### src/rtl/bus_seq_pkg.sv
package bus_seq_pkg;
  localparam int AW      = 16;
  localparam int DW      = 8;
  localparam int STATES  = 6;
  localparam int HALVES  = 2;
  localparam int MCYC    = STATES * HALVES;
  localparam int PH_W    = $clog2(MCYC);
  localparam logic [7:0] AUX_ADDR = 8'h8E;

  typedef struct packed {
    logic          ext;
    logic          data;
    logic          wr;
    logic          wide;
    logic          ale_off;
    logic [AW-1:0] pc;
    logic [AW-1:0] xaddr;
    logic [DW-1:0] wdata;
  } cyc_t;
endpackage

### src/rtl/bus_rst_filter.sv
module bus_rst_filter #(
  parameter int LIMIT = 24
) (
  input  logic clk_i,
  input  logic rst_ni,
  input  logic pin_i,
  output logic core_rst_o
);
  localparam int CW = $clog2(LIMIT + 1);
  localparam logic [CW-1:0] LIM = CW'(LIMIT);

  logic [CW-1:0] cnt_q;

  always_ff @(posedge clk_i or negedge rst_ni) begin
    if (!rst_ni)        cnt_q <= '0;
    else if (!pin_i)    cnt_q <= '0;
    else if (cnt_q != LIM) cnt_q <= cnt_q + 1'b1;
  end

  assign core_rst_o = (cnt_q == LIM);

  p_rst_needs_pin_r11: assert property (@(posedge clk_i) disable iff (!rst_ni)
    core_rst_o |-> $past(pin_i));
endmodule

### src/rtl/bus_cycle_ctr.sv
module bus_cycle_ctr
  import bus_seq_pkg::*;
(
  input  logic            clk_i,
  input  logic            rst_ni,
  input  logic            core_rst_i,
  input  cyc_t            ctl_nxt_i,
  output logic [PH_W-1:0] phase_o,
  output cyc_t            ctl_o
);
  localparam logic [PH_W-1:0] LAST = PH_W'(MCYC - 1);

  logic [PH_W-1:0] phase_q;
  cyc_t            ctl_q;
  logic            wrap;

  assign wrap = core_rst_i || (phase_q == LAST);

  always_ff @(posedge clk_i or negedge rst_ni) begin
    if (!rst_ni) begin
      phase_q <= '0;
      ctl_q   <= '0;
    end else if (wrap) begin
      phase_q <= '0;
      ctl_q   <= ctl_nxt_i;
    end else begin
      phase_q <= phase_q + 1'b1;
    end
  end

  assign phase_o = phase_q;
  assign ctl_o   = ctl_q;

  p_phase_wrap_r1: assert property (@(posedge clk_i) disable iff (!rst_ni)
    (!core_rst_i && phase_q == LAST) |=> (phase_q == '0));
  p_phase_step_r1: assert property (@(posedge clk_i) disable iff (!rst_ni)
    (!core_rst_i && phase_q != LAST) |=> (phase_q == PH_W'($past(phase_q) + 1'b1)));
  p_ctl_hold_r12: assert property (@(posedge clk_i) disable iff (!rst_ni)
    (!core_rst_i && phase_q != LAST) |=> $stable(ctl_q));
endmodule

### src/rtl/bus_strobe_dec.sv
module bus_strobe_dec
  import bus_seq_pkg::*;
(
  input  logic            clk_i,
  input  logic            rst_ni,
  input  logic            core_rst_i,
  input  logic [PH_W-1:0] phase_i,
  input  cyc_t            ctl_i,
  input  logic [DW-1:0]   p2_i,
  output logic            ale_o,
  output logic            ale_weak_o,
  output logic            psen_no,
  output logic            rd_no,
  output logic            wr_no,
  output logic [DW-1:0]   ad_o,
  output logic            ad_oe_o,
  output logic [DW-1:0]   ha_o
);
  logic          first_half, ale_slot, ale_first, psen_slot, strobe_win, wdrive;
  logic [AW-1:0] pc_next;

  always_comb begin
    first_half = (phase_i < PH_W'(MCYC / 2));
    ale_first  = (phase_i == PH_W'(1)) || (phase_i == PH_W'(2));
    ale_slot   = ale_first || (phase_i == PH_W'(7)) || (phase_i == PH_W'(8));
    psen_slot  = (phase_i == PH_W'(4))  || (phase_i == PH_W'(5)) ||
                 (phase_i == PH_W'(10)) || (phase_i == PH_W'(11));
    strobe_win = (phase_i >= PH_W'(4)) && (phase_i <= PH_W'(10));
    wdrive     = (phase_i >= PH_W'(3));
    pc_next    = ctl_i.pc + 1'b1;
  end

  always_comb begin
    ale_o      = 1'b0;
    ale_weak_o = 1'b0;
    psen_no    = 1'b1;
    rd_no      = 1'b1;
    wr_no      = 1'b1;
    ad_o       = '0;
    ad_oe_o    = 1'b0;
    ha_o       = p2_i;
    if (core_rst_i) begin
      ha_o = p2_i;
    end else if (ctl_i.data) begin
      // one ALE for the data address, fetch strobes skipped
      ale_o   = ale_first;
      rd_no   = !(!ctl_i.wr && strobe_win);
      wr_no   = !(ctl_i.wr && strobe_win);
      ad_oe_o = ale_first || (ctl_i.wr && wdrive);
      if (ale_first)     ad_o = ctl_i.xaddr[DW-1:0];
      else if (ctl_i.wr) ad_o = ctl_i.wdata;
      ha_o = ctl_i.wide ? ctl_i.xaddr[AW-1:DW] : p2_i;
    end else if (ctl_i.ext) begin
      ale_o   = ale_slot;
      psen_no = !psen_slot;
      ad_oe_o = ale_slot;
      if (ale_slot) ad_o = first_half ? ctl_i.pc[DW-1:0] : pc_next[DW-1:0];
      ha_o = first_half ? ctl_i.pc[AW-1:DW] : pc_next[AW-1:DW];
    end else if (ctl_i.ale_off) begin
      ale_o      = 1'b1;
      ale_weak_o = 1'b1;
    end else begin
      ale_o = ale_slot;
    end
  end

  p_psen_internal_r3: assert property (@(posedge clk_i) disable iff (!rst_ni)
    (!ctl_i.ext && !core_rst_i) |-> psen_no);
  p_psen_skip_r5: assert property (@(posedge clk_i) disable iff (!rst_ni)
    (ctl_i.data && !core_rst_i) |-> psen_no);
  p_addr_on_ale_r7: assert property (@(posedge clk_i) disable iff (!rst_ni)
    (ale_o && (ctl_i.ext || ctl_i.data)) |-> ad_oe_o);
  p_rdwr_excl_r6: assert property (@(posedge clk_i) disable iff (!rst_ni)
    (!rd_no || !wr_no) |-> (psen_no && !ale_o && (rd_no != wr_no)));
  p_weak_only_int_r9: assert property (@(posedge clk_i) disable iff (!rst_ni)
    ale_weak_o |-> (ale_o && !ctl_i.ext && !ctl_i.data));
endmodule

### src/rtl/bus_strobe_seq.sv
module bus_strobe_seq
  import bus_seq_pkg::*;
#(
  parameter int CODE_SIZE = 16384,
  parameter int RST_MCYC  = 2
) (
  input  logic            clk_i,
  input  logic            rst_ni,
  input  logic            rst_pin_i,
  input  logic            ea_ni,
  input  logic [AW-1:0]   pc_i,
  input  logic            xdata_i,
  input  logic            xwr_i,
  input  logic            xwide_i,
  input  logic [AW-1:0]   xaddr_i,
  input  logic [DW-1:0]   xwdata_i,
  input  logic [DW-1:0]   p2_latch_i,
  input  logic            sfr_we_i,
  input  logic [7:0]      sfr_addr_i,
  input  logic            sfr_bit0_i,
  output logic [PH_W-1:0] phase_o,
  output logic            core_rst_o,
  output logic            ale_o,
  output logic            ale_weak_o,
  output logic            psen_no,
  output logic            rd_no,
  output logic            wr_no,
  output logic [DW-1:0]   ad_o,
  output logic            ad_oe_o,
  output logic [DW-1:0]   ha_o
);
  localparam logic [AW:0] CODE_LIM = (AW+1)'(CODE_SIZE);

  logic core_rst, ale_off_q, ale_off_d;
  cyc_t ctl_nxt, ctl;

  bus_rst_filter #(.LIMIT(RST_MCYC * MCYC)) i_rst_filter (
    .clk_i      (clk_i),
    .rst_ni     (rst_ni),
    .pin_i      (rst_pin_i),
    .core_rst_o (core_rst)
  );

  always_comb begin
    ale_off_d = ale_off_q;
    if (core_rst)                                     ale_off_d = 1'b0;
    else if (sfr_we_i && (sfr_addr_i == AUX_ADDR))    ale_off_d = sfr_bit0_i;
  end

  always_ff @(posedge clk_i or negedge rst_ni) begin
    if (!rst_ni) ale_off_q <= 1'b0;
    else         ale_off_q <= ale_off_d;
  end

  always_comb begin
    ctl_nxt.ext     = !ea_ni || ({1'b0, pc_i} >= CODE_LIM);
    ctl_nxt.data    = xdata_i;
    ctl_nxt.wr      = xwr_i;
    ctl_nxt.wide    = xwide_i;
    ctl_nxt.ale_off = ale_off_d;
    ctl_nxt.pc      = pc_i;
    ctl_nxt.xaddr   = xaddr_i;
    ctl_nxt.wdata   = xwdata_i;
  end

  bus_cycle_ctr i_cycle_ctr (
    .clk_i      (clk_i),
    .rst_ni     (rst_ni),
    .core_rst_i (core_rst),
    .ctl_nxt_i  (ctl_nxt),
    .phase_o    (phase_o),
    .ctl_o      (ctl)
  );

  bus_strobe_dec i_strobe_dec (
    .clk_i      (clk_i),
    .rst_ni     (rst_ni),
    .core_rst_i (core_rst),
    .phase_i    (phase_o),
    .ctl_i      (ctl),
    .p2_i       (p2_latch_i),
    .ale_o      (ale_o),
    .ale_weak_o (ale_weak_o),
    .psen_no    (psen_no),
    .rd_no      (rd_no),
    .wr_no      (wr_no),
    .ad_o       (ad_o),
    .ad_oe_o    (ad_oe_o),
    .ha_o       (ha_o)
  );

  assign core_rst_o = core_rst;

  p_aux_cleared_r11: assert property (@(posedge clk_i) disable iff (!rst_ni)
    core_rst |=> !ale_off_q);
  p_idle_in_rst_r11: assert property (@(posedge clk_i) disable iff (!rst_ni)
    core_rst |-> (!ale_o && psen_no && rd_no && wr_no && !ad_oe_o));
endmodule

### config.mk
export PLATFORM = sky130hd
export DESIGN_NAME = bus_strobe_seq
export DESIGN_NICKNAME = d
export VERILOG_FILES = /design/src/rtl/bus_seq_pkg.sv /design/src/rtl/bus_rst_filter.sv /design/src/rtl/bus_cycle_ctr.sv /design/src/rtl/bus_strobe_dec.sv /design/src/rtl/bus_strobe_seq.sv
export SDC_FILE = /design/constraint.sdc
export NUM_CORES = 1
export LEC_CHECK = 0
export CAP_MARGIN = 25
export CORE_UTILIZATION = 49
export CTS_CLUSTER_SIZE = 28
export DETAILED_ROUTE_END_ITERATION = 7
export PLACE_DENSITY = 0.8
export SYNTH_ARGS = -nofsm -noshare
export SYNTH_HDL_FRONTEND = slang
export SYNTH_HIERARCHICAL = 1
export SYNTH_SLANG_ARGS = --single-unit
### constraint.sdc
create_clock -name clk_i -period 3.45 [get_ports clk_i]
set_clock_uncertainty 0.15 [all_clocks]
set_input_delay 1.035 -clock clk_i [delete_from_list [all_inputs] [get_ports clk_i]]
set_output_delay 1.035 -clock clk_i [all_outputs]
set_load 0.1 [all_outputs]
==> reports/summary.md <==
### Route
* DRT iter0 DRCs: 155
* Routed WL: 10.7 mm
* number of detailed-route iterations in the first pass: 4
* remaining antenna violation count after routing: 0
* average detailed-routed wire length per instance: 20.1 um
* via count: 3,173
* DRC violations left: 0
* Via density: 5.95

### Critical path
* arrival time worst endpoint: 2.33 ns
* Critical Path, Cell by Cell: or4b_4 -> o21ai_4 -> o21ai_4 -> a2111oi_4 -> buf_12
* WP data required: 2.26 ns
* launching point of the worst reg2reg path: i_cycle_ctr/phase_o[1]
* end point of the critical path: ad_o[4]
* Crit path depth: 5
* Slowest Stage Delay on Critical Path: 0.56 ns
* crit path kind: reg -> out
* kind of capture point of the worst setup path: output port
* setup slack of the worst register-to-register path: 1.10 ns
* Critical Path Start: i_cycle_ctr/phase_o[1]
* master of the slowest instance on the critical path: sky130_fd_sc_hd__or4b_4
* Critical R2R Capture: i_cycle_ctr/ctl_o[16]
* family with the most delay on the worst path: compound AO/OA/AOI/OAI gates
* maximum fanout along the worst path: 5
* Crit path buffers/inverters: 1
* count of cells along the worst register-to-register path: 6
* most repeated library cell on the critical path: sky130_fd_sc_hd__o21ai_4
* Critical Path Source Type: flop

### Synth
* top post-synthesis cells by area: sky130_fd_sc_hd__dfrtp_1, sky130_fd_sc_hd__mux2_4, sky130_fd_sc_hd__mux2_2
* area share of the largest cell type after synthesis: 38.9%
* Synth Net Count: 384
* post-synthesis instance total: 315
* library cell with the largest summed area after synthesis: sky130_fd_sc_hd__dfrtp_1
* proportion of register bits with asynchronous set or reset after synthesis: 100%
* Netlist Area Pre-Place: 0.00354 mm^2
* synth unique cells: 65
* Synthesis Warnings: 6
* part of the Yosys area used for sequential elements: 38.9%
* dominant register cell in the synthesized netlist: sky130_fd_sc_hd__dfrtp_1
* number of synthesized flops with an enable pin: 0
* Avg Synthesized Cell Area: 11.2 um^2
* register bit total from synthesis: 55

### Cells and area
* ANT cells: 0
* most used cells in the layout excluding fill and tap cells: sky130_fd_sc_hd__clkdlybuf4s50_1, sky130_fd_sc_hd__dfrtp_1, sky130_fd_sc_hd__buf_4
* nets@finish: 505
* final cell count without fillers: 533
* fraction of final layout cells sized beyond drive strength 1: 43.7%
* finished layout cell area: 0.00558 mm^2
* utilization of the core after routing: 81.3%
* area delta synth->final: 57.8%
* commonest non-fill, non-tap cell in the layout: sky130_fd_sc_hd__clkdlybuf4s50_1

### Global routing
* vias in the first global route: 3,310
* initial antenna violation count: 0
* pin count of the biggest net entering global routing: 26
* wire length of the first global-routing pass: 16.1 mm
* total routing usage reported by global routing: 27.8%
* aggregate global routing overflow: 0

### Clock network
* Max Buffers Root-to-Sink: 2
* Clock Sinks: 55
* post-cts hold buffer count: 0
* number of clock buffers inserted by TritonCTS: 5
* maximum level of the CTS H-tree: 2
* Clock Pin Slew Worst Setup and Hold Paths: 0.10 ns
* Skew-Pair Late Insertion Delay: 0.31 ns
* Root Buffer Master: sky130_fd_sc_hd__clkbuf_8
* CTS tree: yes

### Placed design
* Post-Place Cell Area: 0.00510 mm^2
* Port Buffer Count: 91
* DP Wirelength: 6.82 mm
* cell count after placement: 501
* placer's final routability congestion estimate: 0.831

### Floorplan
* Horiz. Die Dim: 87.0 um
* vertical extent of the die: 87.0 um
* Std-Cell Core Area: 0.00687 mm^2
* total die area: 0.00756 mm^2
* Ports: 92
* starting density of the core: 51.5%
* FP Rows: 30

### Min path
* Min-Delay Path Class: reg -> reg
* startpoint of the worst hold path: i_cycle_ctr/ctl_o[8]

### Outcome
* violated checks: negative setup slack
* run status: finished, violations left

### Timing
* final setup vio count: 8
* share of the clock period used by the worst path after layout: 102%
* slew at the pin with the worst max-slew slack: 0.523 ns
* max_slew headroom: 65.1%
* final setup slack of the worst path: -0.0699 ns
* max-slew violation count: 0
* final hold slack: 0.364 ns
* final critical-path required period: 3.52 ns
* RSZ-0062 raised after global routing: yes
* total count of hold-check failures in the final report: 0
* upper clock frequency limit: 284 MHz

### Job
* max-capacitance violation count: 0

==> state kept, by name, indices dropped and copies added, names as in the netlist <==
name	flops
ale_off_q	1
i_cycle_ctr/ctl_o	45
i_cycle_ctr/phase_o	4
i_rst_filter/cnt_q	5
==> layer usage <==
layer | up-vias | part of all wire, % | global-route usage [%]
met1 | 1575 | 41 | 34.7
li1 | 1443 | - | -
met4 | 0 | 1.9 | 9.39
met3 | 22 | 5.9 | 5.78
met5 | - | 0 | 0
met2 | 133 | 52 | 47.6
==> Yosys cell counts (3+ instances only) <==
library cell and number:
sky130_fd_sc_hd__o22ai_1 5, sky130_fd_sc_hd__or4_1 3, sky130_fd_sc_hd__nand2b_1 10, sky130_fd_sc_hd__mux2_4 39, sky130_fd_sc_hd__clkbuf_1 11, sky130_fd_sc_hd__and3_1 9
sky130_fd_sc_hd__buf_12 4, sky130_fd_sc_hd__a22oi_1 3, sky130_fd_sc_hd__o22a_1 4, sky130_fd_sc_hd__a21oi_1 4, sky130_fd_sc_hd__nand4_1 3, sky130_fd_sc_hd__nand3_1 9
sky130_fd_sc_hd__nand2_1 26, sky130_fd_sc_hd__mux2_2 9, sky130_fd_sc_hd__nor3_1 11, sky130_fd_sc_hd__xnor2_1 5, sky130_fd_sc_hd__a31oi_1 3, sky130_fd_sc_hd__dfrtp_1 55
sky130_fd_sc_hd__mux2i_1 7, sky130_fd_sc_hd__o21ai_0 3, sky130_fd_sc_hd__a311oi_1 7, sky130_fd_sc_hd__ha_1 4, sky130_fd_sc_hd__nor2_1 9, sky130_fd_sc_hd__inv_1 4
sky130_fd_sc_hd__nor4_1 6, sky130_fd_sc_hd__o21a_1 4, sky130_fd_sc_hd__a2111oi_0 6
==> stage by stage <==
stage                     TNS [ns]  setup WS [ns]
after floorplan              -5.87         -0.550
after global placement      -0.173         -0.173
after detailed placement    -0.256         -0.256
after CTS                   -0.259        -0.0770
after global routing        -0.921         -0.141
final                       -0.267        -0.0699
==> area by class of cell <==
type / instances / area [um^2]
multi-input combinational: 238 / 2490
timing repair buffer: 131 / 1450
sequential: 55 / 1400
fill: 380 / 1290
tap: 96 / 120
clock buffer: 7 / 76.3
clock inverter: 1 / 30.0
inverter: 5 / 18.8
==> cell families after synthesis <==
logic type               synth area share, %
AO/OA/AOI/OAI                           13.4
flip-flops                              38.9
XOR/XNOR                                1.49
buffers and inverters                   4.95
AND/OR/NAND/NOR                         18.4
adder cells (fa/ha/maj)                 1.41
multiplexers                            21.4
==> repair_timing <==
item | CTS | global route
gates cloned | 1 | 1
pin swaps | 4 | 12
endpoints found under the hold margin | 0 | 0
setup buffers | 15 | 7
resized for setup | 25 | 18
setup endpoints to repair | 17 | 15
==> worst min-delay path by stage <==
| stage | to | slack (ns) | depth (start not counted) |
|---|---|---|---|
| 3_5_place_dp | i_cycle_ctr/ctl_o[15] | 0.34 | 1 |
| 4_1_cts | i_cycle_ctr/ctl_o[8] | 0.36 | 1 |
| 2_1_floorplan | i_cycle_ctr/ctl_o[10] | 0.32 | 1 |
| 6_report | i_cycle_ctr/ctl_o[8] | 0.36 | 1 |
| 5_1_grt | i_cycle_ctr/ctl_o[8] | 0.38 | 1 |
| 3_3_place_gp | i_cycle_ctr/ctl_o[8] | 0.34 | 1 |
Power is not shown: default switching activity piles up to over one toggle a cycle in this logic, so the estimate is an artifact.
